[config.mk]
export PLATFORM = sky130hd
export DESIGN_NAME = dcm_top
export DESIGN_NICKNAME = d
export VERILOG_FILES = /design/src/rtl/dcm_pkg.sv /design/src/rtl/dcm_valid_pipe.sv /design/src/rtl/dcm_rounder.sv /design/src/rtl/dcm_lane.sv /design/src/rtl/dcm_top.sv
export SDC_FILE = /design/constraint.sdc
export NUM_CORES = 2
export LEC_CHECK = 0
export BUFFER_PORTS_ARGS = -buffer_cell sky130_fd_sc_hd__buf_2
export CORE_UTILIZATION = 45
export CTS_BUF_LIST = sky130_fd_sc_hd__clkbuf_4 sky130_fd_sc_hd__clkbuf_8
export CTS_CLUSTER_DIAMETER = 80
export CTS_CLUSTER_SIZE = 16
export DETAILED_ROUTE_END_ITERATION = 12
export PLACE_DENSITY_LB_ADDON = 0.25
export SETUP_SLACK_MARGIN = 0.4
export SLEW_MARGIN = 20
export SYNTH_ARGS = -nofsm -noshare
export SYNTH_HDL_FRONTEND = slang
export SYNTH_SLANG_ARGS = --single-unit
[constraint.sdc]
create_clock -name clk -period 5.1 [get_ports clk]
set_input_delay 0.255 -clock clk [delete_from_list [all_inputs] [get_ports clk]]
set_output_delay 0.255 -clock clk [all_outputs]
set_load 0.02 [all_outputs]
[src/rtl/dcm_pkg.sv]
package dcm_pkg;

  // Pipeline depth from input to output
  localparam int LAT = 3;
  // Coefficient scale is 2**CSH
  localparam int CSH = 7;
  localparam int CW  = 8;

  // Quantized e^(j(k+1)pi/6), real part
  function automatic logic signed [CW-1:0] coef_re(input int k);
    logic signed [CW-1:0] v;
    case (k % 8)
      0: v = 8'sd111;
      1: v = 8'sd64;
      2: v = 8'sd0;
      3: v = -8'sd64;
      4: v = -8'sd111;
      5: v = -8'sd128;
      6: v = -8'sd111;
      default: v = -8'sd64;
    endcase
    return v;
  endfunction

  // Imaginary part; conj negates it
  function automatic logic signed [CW-1:0] coef_im(input int k, input bit conj);
    logic signed [CW-1:0] v;
    case (k % 8)
      0: v = 8'sd64;
      1: v = 8'sd111;
      2: v = 8'sd127;
      3: v = 8'sd111;
      4: v = 8'sd64;
      5: v = 8'sd0;
      6: v = -8'sd64;
      default: v = -8'sd111;
    endcase
    return conj ? -v : v;
  endfunction

endpackage

[src/rtl/dcm_valid_pipe.sv]
module dcm_valid_pipe
  import dcm_pkg::*;
(
  input  logic           clk,
  input  logic           rst,
  input  logic           in_valid,
  output logic [LAT-1:0] stage_v
);

  always_ff @(posedge clk) begin
    if (rst) stage_v <= '0;
    else     stage_v <= {stage_v[LAT-2:0], in_valid};
  end


  valid_latency_chk: assert property (@(posedge clk) disable iff (rst)
    stage_v[LAT-1] |-> $past(in_valid, LAT));

endmodule

[src/rtl/dcm_rounder.sv]
module dcm_rounder
  import dcm_pkg::*;
#(
  parameter int SW = 21,
  localparam int OW = SW - CSH
)(
  input  logic                 clk,
  input  logic                 rst,
  input  logic                 en,
  input  logic signed [SW-1:0] s,
  output logic signed [OW-1:0] y
);

  logic [CSH-2:0] unused_lo;
  assign unused_lo = s[CSH-2:0];

  logic signed [OW-1:0] trunc;
  logic [OW-1:0]        half;
  assign trunc = s[SW-1:CSH];
  assign half  = {{(OW-1){1'b0}}, s[CSH-1]};

  always_ff @(posedge clk) begin
    if (rst)     y <= '0;
    else if (en) y <= trunc + $signed(half);
  end

endmodule

[src/rtl/dcm_lane.sv]
module dcm_lane
  import dcm_pkg::*;
#(
  parameter int W    = 12,
  parameter int IDX  = 0,
  parameter bit CONJ = 1'b0,
  localparam int PW  = W + CW,
  localparam int SW  = PW + 1,
  localparam int OW  = SW - CSH
)(
  input  logic                clk,
  input  logic                rst,
  input  logic                en1,
  input  logic                en2,
  input  logic                en3,
  input  logic                vo,
  input  logic signed [W-1:0] a_re,
  input  logic signed [W-1:0] a_im,
  output logic signed [OW-1:0] y_re,
  output logic signed [OW-1:0] y_im
);

  localparam logic signed [CW-1:0] C_RE = coef_re(IDX);
  localparam logic signed [CW-1:0] C_IM = coef_im(IDX, CONJ);

  logic signed [PW-1:0] ar_x, ai_x, cr_x, ci_x;
  assign ar_x = {{CW{a_re[W-1]}}, a_re};
  assign ai_x = {{CW{a_im[W-1]}}, a_im};
  assign cr_x = {{W{C_RE[CW-1]}}, C_RE};
  assign ci_x = {{W{C_IM[CW-1]}}, C_IM};

  // Stage 1: four partial products
  logic signed [PW-1:0] p_rr, p_ii, p_ri, p_ir;
  always_ff @(posedge clk) begin
    if (rst) begin
      p_rr <= '0; p_ii <= '0; p_ri <= '0; p_ir <= '0;
    end else if (en1) begin
      p_rr <= ar_x * cr_x;
      p_ii <= ai_x * ci_x;
      p_ri <= ar_x * ci_x;
      p_ir <= ai_x * cr_x;
    end
  end

  // Stage 2: combine into full-precision sums
  logic signed [SW-1:0] s_re, s_im;
  always_ff @(posedge clk) begin
    if (rst) begin
      s_re <= '0; s_im <= '0;
    end else if (en2) begin
      s_re <= {p_rr[PW-1], p_rr} - {p_ii[PW-1], p_ii};
      s_im <= {p_ri[PW-1], p_ri} + {p_ir[PW-1], p_ir};
    end
  end

  // Stage 3: drop the scale with rounding
  dcm_rounder #(.SW(SW)) u_rnd_re (.clk(clk), .rst(rst), .en(en3), .s(s_re), .y(y_re));
  dcm_rounder #(.SW(SW)) u_rnd_im (.clk(clk), .rst(rst), .en(en3), .s(s_im), .y(y_im));


  zero_in_chk: assert property (@(posedge clk) disable iff (rst)
    (en1 && a_re == '0) |=> (p_rr == '0 && p_ri == '0));


  round_near_chk: assert property (@(posedge clk) disable iff (rst)
    $past(en3) |-> (($signed({y_re, {CSH{1'b0}}}) - $past(s_re) > -64) &&
                    ($signed({y_re, {CSH{1'b0}}}) - $past(s_re) <= 64)));


  hold_chk: assert property (@(posedge clk) disable iff (rst)
    !vo |-> ($stable(y_re) && $stable(y_im)));

endmodule

[src/rtl/dcm_top.sv]
module dcm_top
  import dcm_pkg::*;
#(
  parameter int N    = 8,
  parameter int W    = 12,
  parameter bit CONJ = 1'b0,
  localparam int OW  = W + 2
)(
  input  logic            clk,
  input  logic            rst,
  input  logic            in_valid,
  input  logic [N*W-1:0]  in_re,
  input  logic [N*W-1:0]  in_im,
  output logic            out_valid,
  output logic [N*OW-1:0] out_re,
  output logic [N*OW-1:0] out_im
);

  logic [LAT-1:0] stage_v;

  dcm_valid_pipe u_vp (
    .clk(clk), .rst(rst), .in_valid(in_valid), .stage_v(stage_v)
  );

  assign out_valid = stage_v[LAT-1];

  for (genvar k = 0; k < N; k++) begin : g_lane
    logic signed [OW-1:0] yr, yi;
    dcm_lane #(.W(W), .IDX(k), .CONJ(CONJ)) u_lane (
      .clk (clk),
      .rst (rst),
      .en1 (in_valid),
      .en2 (stage_v[0]),
      .en3 (stage_v[1]),
      .vo  (stage_v[2]),
      .a_re(in_re[k*W +: W]),
      .a_im(in_im[k*W +: W]),
      .y_re(yr),
      .y_im(yi)
    );
    assign out_re[k*OW +: OW] = yr;
    assign out_im[k*OW +: OW] = yi;
  end

endmodule

# [After elaboration in Yosys (flattened, before gate mapping)]
# Cells that the tools add are included.
[totals] register_bits=1006 out_inout_bits=225
[op_classes] addsub=35 n_mul=14
[ops] operator="12-bit by 8-bit multiplier with 20-bit output, second input constant" count=14
[ops] operator="14-bit by 2-bit adder with 14-bit output" count=13
[ops] operator="12-bit negation with 14-bit output" count=6
[ops] operator="20-bit by 20-bit adder with 21-bit output" count=3
[ops] operator="20-bit by 20-bit subtractor with 21-bit output" count=3
[ops] operator="18-bit by 20-bit adder with 21-bit output" count=2
[ops] operator="20-bit by 18-bit subtractor with 21-bit output" count=2
[ops] operator="12-bit negation with 13-bit output" count=2
[ops] operator="20-bit by 18-bit adder with 21-bit output" count=1
[ops] operator="1-bit by 20-bit subtractor with 21-bit output, first input constant" count=1
[ops] operator="18-bit by 20-bit subtractor with 21-bit output" count=1
[ops] operator="13-bit by 2-bit adder with 14-bit output" count=1

# [Logic depth before layout (Yosys ltp)]
[logic_depth] ltp_word=1 mapped_depth=18 depth_no_buf=18

# [Hierarchy]
# From an unflattened synthesis, not the netlist that was laid out.
[unflattened] cells_unflattened=8592 area_unflattened_um2=76529.6
[modules_own_cells] mod="dcm_rounder (g_lane[0].u_lane.u_rnd_im ...)" instances=15 cells_each=83 area_each_um2=755.7
[modules_own_cells] mod="dcm_lane (g_lane[3].u_lane)" instances=1 cells_each=1260 area_each_um2=10706.5
[modules_own_cells] mod="dcm_lane (g_lane[1].u_lane)" instances=1 cells_each=1085 area_each_um2=9661.8
[modules_own_cells] mod="dcm_lane (g_lane[0].u_lane)" instances=1 cells_each=1078 area_each_um2=9537.9
[modules_own_cells] mod="dcm_lane (g_lane[2].u_lane)" instances=1 cells_each=945 area_each_um2=8634.5
[modules_own_cells] mod="dcm_lane (g_lane[7].u_lane)" instances=1 cells_each=946 area_each_um2=8277.9
[modules_own_cells] mod="dcm_lane (g_lane[6].u_lane)" instances=1 cells_each=907 area_each_um2=7986.4
[modules_own_cells] mod="dcm_lane (g_lane[4].u_lane)" instances=1 cells_each=800 area_each_um2=7323.3
[modules_own_cells] mod="dcm_lane (g_lane[5].u_lane)" instances=1 cells_each=236 area_each_um2=2219.6
[modules_own_cells] mod="dcm_rounder (g_lane[7].u_lane.u_rnd_re)" instances=1 cells_each=84 area_each_um2=767.0
[modules_own_cells] mod="dcm_valid_pipe" instances=1 cells_each=6 area_each_um2=78.8

# [Worst setup path before layout]
# OpenSTA, ideal clock, no wires.
[synth_timing] kind="input to register" startpoint="in in_im[47]" endpoint="reg g_lane[3].u_lane.p_ii[19]" setup_ps=130 arrival_time_ps=4343 required_ps=4970 setup_slack_ps=626 stages=18 n_path_buf=1 path_cell_list="clkbuf_1 clkinv_1 ha_1 inv_1 fa_1 inv_1 fa_1 inv_1 fa_1 inv_1 ha_1 a21oi_1 o21ai_0 or3_1 a31o_2 a31oi_1 xor2_1 o21ai_0"
[synth_via] elab_chain_cells=1
[synth_rtl] element="from (decl)" line_no="dcm_top.sv:13" text="input logic [N*W-1:0] in_im,"
[synth_rtl] element="12-bit by 8-bit multiplier with 20-bit output" line_no="dcm_lane.sv:39" text="p_ii <= ai_x * ci_x;"
[synth_rtl] element="to (signal assigned)" line_no="dcm_lane.sv:39"
[synth_rtl] element="to (decl)" line_no="dcm_lane.sv:33" text="logic signed [PW-1:0] p_rr, p_ii, p_ri, p_ir;"
# Every way passes these cells.
# A chain may end at the register's enable or synchronous reset.

# [Final worst setup path]
[layout_timing] startpoint="in in_re[15]" endpoint="reg g_lane[1].u_lane.p_ri[19]"
[layout_via] elab_chain_cells=1
[layout_rtl] element="from (decl)" line_no="dcm_top.sv:12" text="input logic [N*W-1:0] in_re,"
[layout_rtl] element="12-bit by 8-bit multiplier with 20-bit output" line_no="dcm_lane.sv:40" text="p_ri <= ar_x * ci_x;"
[layout_rtl] element="to (signal assigned)" line_no="dcm_lane.sv:40"
[layout_rtl] element="to (decl)" line_no="dcm_lane.sv:33"
# Every way passes these cells.

==> results.md <==
- Worst setup SP type: primary input
- Maximum buffer depth of the clock tree: 3
- Skew final: roughly 0.056 ns
- Top FF cell, synth: dfxtp_1
- Critical Path End Type: register
- CP top delay family: adder cells
- Root Buffer: clkbuf_8
- LEAKAGE: 34.9 nW
- Most used cell, CP: ha_1
- VDD IR max: 0.237 mV
- Setup TNS: 0 ns
- Sequential standard cell area: 17200 sq um
- H-Tree Depth: 3
- First-pass GRT wire length: 271000 um
- Critical path launch point: in_re[15]
- CP Class: in2reg
- Worst Hold Slack: roughly 0.090 ns
- Initial DRC Count: around 2500
- 1st-pass router iterations: 6
- Max incr delay on CP: 0.54 ns
- Largest net degree at the start of global routing: 150
- Number of max-cap violations: 0
- Status: finished, final reports clean
- RR Endpoint: g_lane[0].u_lane.s_im[17]
- Number of max-slew violations in the final report: 0
- HPWL after DPL: roughly 140000 um
- # setup viols final: 0
- I/O Buffers: 419
- Worst hold path class: in2reg
- Final min period: 4.45 ns
- RSZ-0062 raised after global routing: no
- Initial Util: 0.455
- Reg2Reg Setup Slack: ~1.8 ns
- Post-synthesis sequential area ratio: 0.258
- TritonCTS clock tree: done
- Worst Tran Pin Value: 1.05 ns
- Vias in the first global route: 50660
- Post-synthesis async set-or-reset flop share: 0
- Post-place setup slack: ~0.24 ns
- Netlist cell types: 82
- Max frequency: 225 MHz
- CP Capture Point: g_lane[1].u_lane.p_ri[19]
- Slew Limit Headroom: 0.298
- Crit path DAT: 5.13 ns
- # nets final: 9492
- CP required: ~5.8 ns
- Core area: ~150000 sq um
- Avg Cell Area, Syn: 8.75 sq um
- Vias per cell: 5.19
- GRT Overall Usage: 0.228
- Vias: 52052
- TritonCTS buffer count: 72
- Clock slew at reported path FFs: 0.10 ns
- EDFF count, synth: 0
- Post-CTS Setup Inserts: 0
- Yosys reg bits: 858
- Final Hold Fails: 0
- Syn. warnings: 0
- Slowest CP cell: fa_1
- Initial antenna violation count: 15
- Placed cell count: a little under 10000
- Y dimension of the die: 386 um
- Synth Net Count: 9024
- Worst path cell trace: dlygate4sd3_1 > buf_2 > ha_1 > ha_1 > inv_1 > fa_1 > fa_1 > inv_1 > ha_1 > or3_1 > o221ai_1 > o221ai_1 > a211oi_2 > o21bai_1 > a21oi_1 > nor4b_1 > a211o_1
- Worst-skew pair later-pin latency: 0.82 ns
- Die area: 149000 sq um
- R2R depth: 9
- Io pins: 420
- Final wirelength: 173000 um
- Clock sinks: 858
- Mapped Area: between 60000 and 70000 sq um
- CP max FO: 5
- Fraction of layout cells with a size suffix above 1: 0.0770
- Post-Synthesis Cells: ~7600
- Gpl congestion: 0.913
- Critical path depth: 17
- Buffers and inverters on the worst path: 4
- Final Non-Filler Cells: 10021
- Synth-to-layout area growth: 11.1%
- Gr ovfl total: 0
- R2r startpoint: g_lane[0].u_lane.p_ri[7]
- Multi-input logic area: 44400 sq um
- Detail Route Antenna Nets: 0
- DR WL/cell: 17.3 um
- DR DRC count: 0
- Horiz. Die Dim: approximately 390 um
- PnR worst setup slack: 0.646 ns
- Final period util: 0.873
- # rows: between 100 and 150
- Pwr Density: 381 nW/um^2
- Fillers: 13946
-- state kept, by name, summed over array words and instances, names as in the netlist --
name,count
g_lane.u_lane.p_ri,91
g_lane.u_lane.u_rnd_im.y,111
g_lane.u_lane.u_rnd_re.y,111
g_lane.u_lane.s_im,117
g_lane.u_lane.p_ii,111
u_vp.stage_v,3
g_lane.u_lane.s_re,118
g_lane.u_lane.p_rr,98
g_lane.u_lane.p_ir,98
-- how the worst min path moves through the flow --
stage                                   start                        end  slack, ns  depth (start not counted)
CTS                                 in_re[94]  g_lane[7].u_lane.p_rr[16]     0.0002                          6
detailed placement  g_lane[1].u_lane.p_ii[16]  g_lane[1].u_lane.p_ii[16]       0.44                          2
floorplan                           in_im[24]   g_lane[2].u_lane.p_ii[0]       0.40                          2
global placement    g_lane[4].u_lane.s_im[20]  g_lane[4].u_lane.s_im[20]       0.44                          2
finish                              in_re[41]  g_lane[3].u_lane.p_rr[11]       0.09                          5
global route                        in_re[94]  g_lane[7].u_lane.p_rr[16]       0.07                          6
-- per-stage QoR --
stage               power [mW]   util  area, sq um
CTS                       28.3  0.505        73800
detailed placement        23.8  0.482        70400
global route              30.7  0.506        73900
finish                    28.1  0.506        73900
floorplan                 20.3      -        66500
global placement          23.5  0.482        70400
-- layer usage --
metal | track usage | wire (um)
met5 | 0 | 25
met4 | 0.0793 | 6110
met3 | 0.0378 | 8890
met2 | 0.387 | 80900
met1 | 0.291 | 77000
-- synthesized netlist by cell type, types with 13 or more instances --
cell,number,area (sq um)
nor4_1,18,113
a211oi_1,199,1490
nand2_1,357,1340
o21bai_1,24,180
o31ai_1,36,270
nand2b_1,41,257
nor3_1,74,370
o21a_1,58,435
dfxtp_1,858,17200
nor2b_1,73,457
or3_1,62,388
or4_1,14,105
a21oi_1,321,1610
fa_1,364,7290
o22ai_1,26,163
a31o_2,13,114
a31oi_1,30,188
clkbuf_1,214,803
ha_1,869,10900
nor2_1,927,3480
nand4_1,56,350
xor2_1,276,2420
mux2i_1,360,3600
and3_1,63,394
a311oi_1,55,482
and2_1,15,93.8
o21ai_0,301,1510
buf_1,38,143
nand3_1,101,505
xnor2_1,371,3250
a21o_1,133,998
inv_1,1063,3990
mux2_2,20,225
-- worst reg2reg max path, stage by stage (launching register included) --
cell and delay, ns:
dfxtp_1 0.38, ha_1 0.24, a21o_1 0.16, a21o_1 0.20, a2111oi_0 0.73, o311ai_0 0.39, or2_2 0.39, o31ai_1 0.30
xor2_1 0.27, o21ai_0 0.11
-- power breakdown --
part	internal (mW)	switching, mW	leakage [nW]
clock network	1.71	2.55	0.729
registers	7.60	0.745	7.04
logic	6.83	8.68	27.1
-- logic make-up after synthesis --
group | synth area share
compound gates | 0.127
xor+xnor | 0.0852
fa+ha+maj | 0.273
buf+inv | 0.0748
flops | 0.258
mux | 0.0576
simple gates | 0.124
-- cell type report --
class	instances	share of cell area
sequential	858	0.233
antenna	9	0.000305
inverter	1067	0.0543
clock buffer	80	0.0145
clock inverter	25	0.00483
timing repair buffer	650	0.0601
multi-input combinational	5415	0.601
tap	1917	0.0325
-- cell usage in the layout (no fill, tap or decap), drive strengths merged, types with 13 or more instances in the layout --
cell	n
mux2	20
o21ai	302
a311oi	55
buf	451
dlygate4sd3	199
nand4	56
clkbuf	80
a21o	133
a21oi	321
and3	63
o22ai	26
nand3	101
a31o	13
o21bai	24
mux2i	360
ha	869
inv	1074
a211oi	199
o21a	58
a31oi	30
nand2b	42
or4	15
dfxtp	858
and2	15
nand2	357
xnor2	371
or3	63
o31ai	36
nor3	75
fa	364
nor4	19
nor2	927
nor2b	73
xor2	276
-- repair_timing --
action	4_1_cts	5_1_grt
gates resized for setup	0	3
hold buffers	199	0
setup endpoints to repair	0	3
endpoints found under the hold margin	204	0
Note: power is estimated with default switching activity, not from simulation.
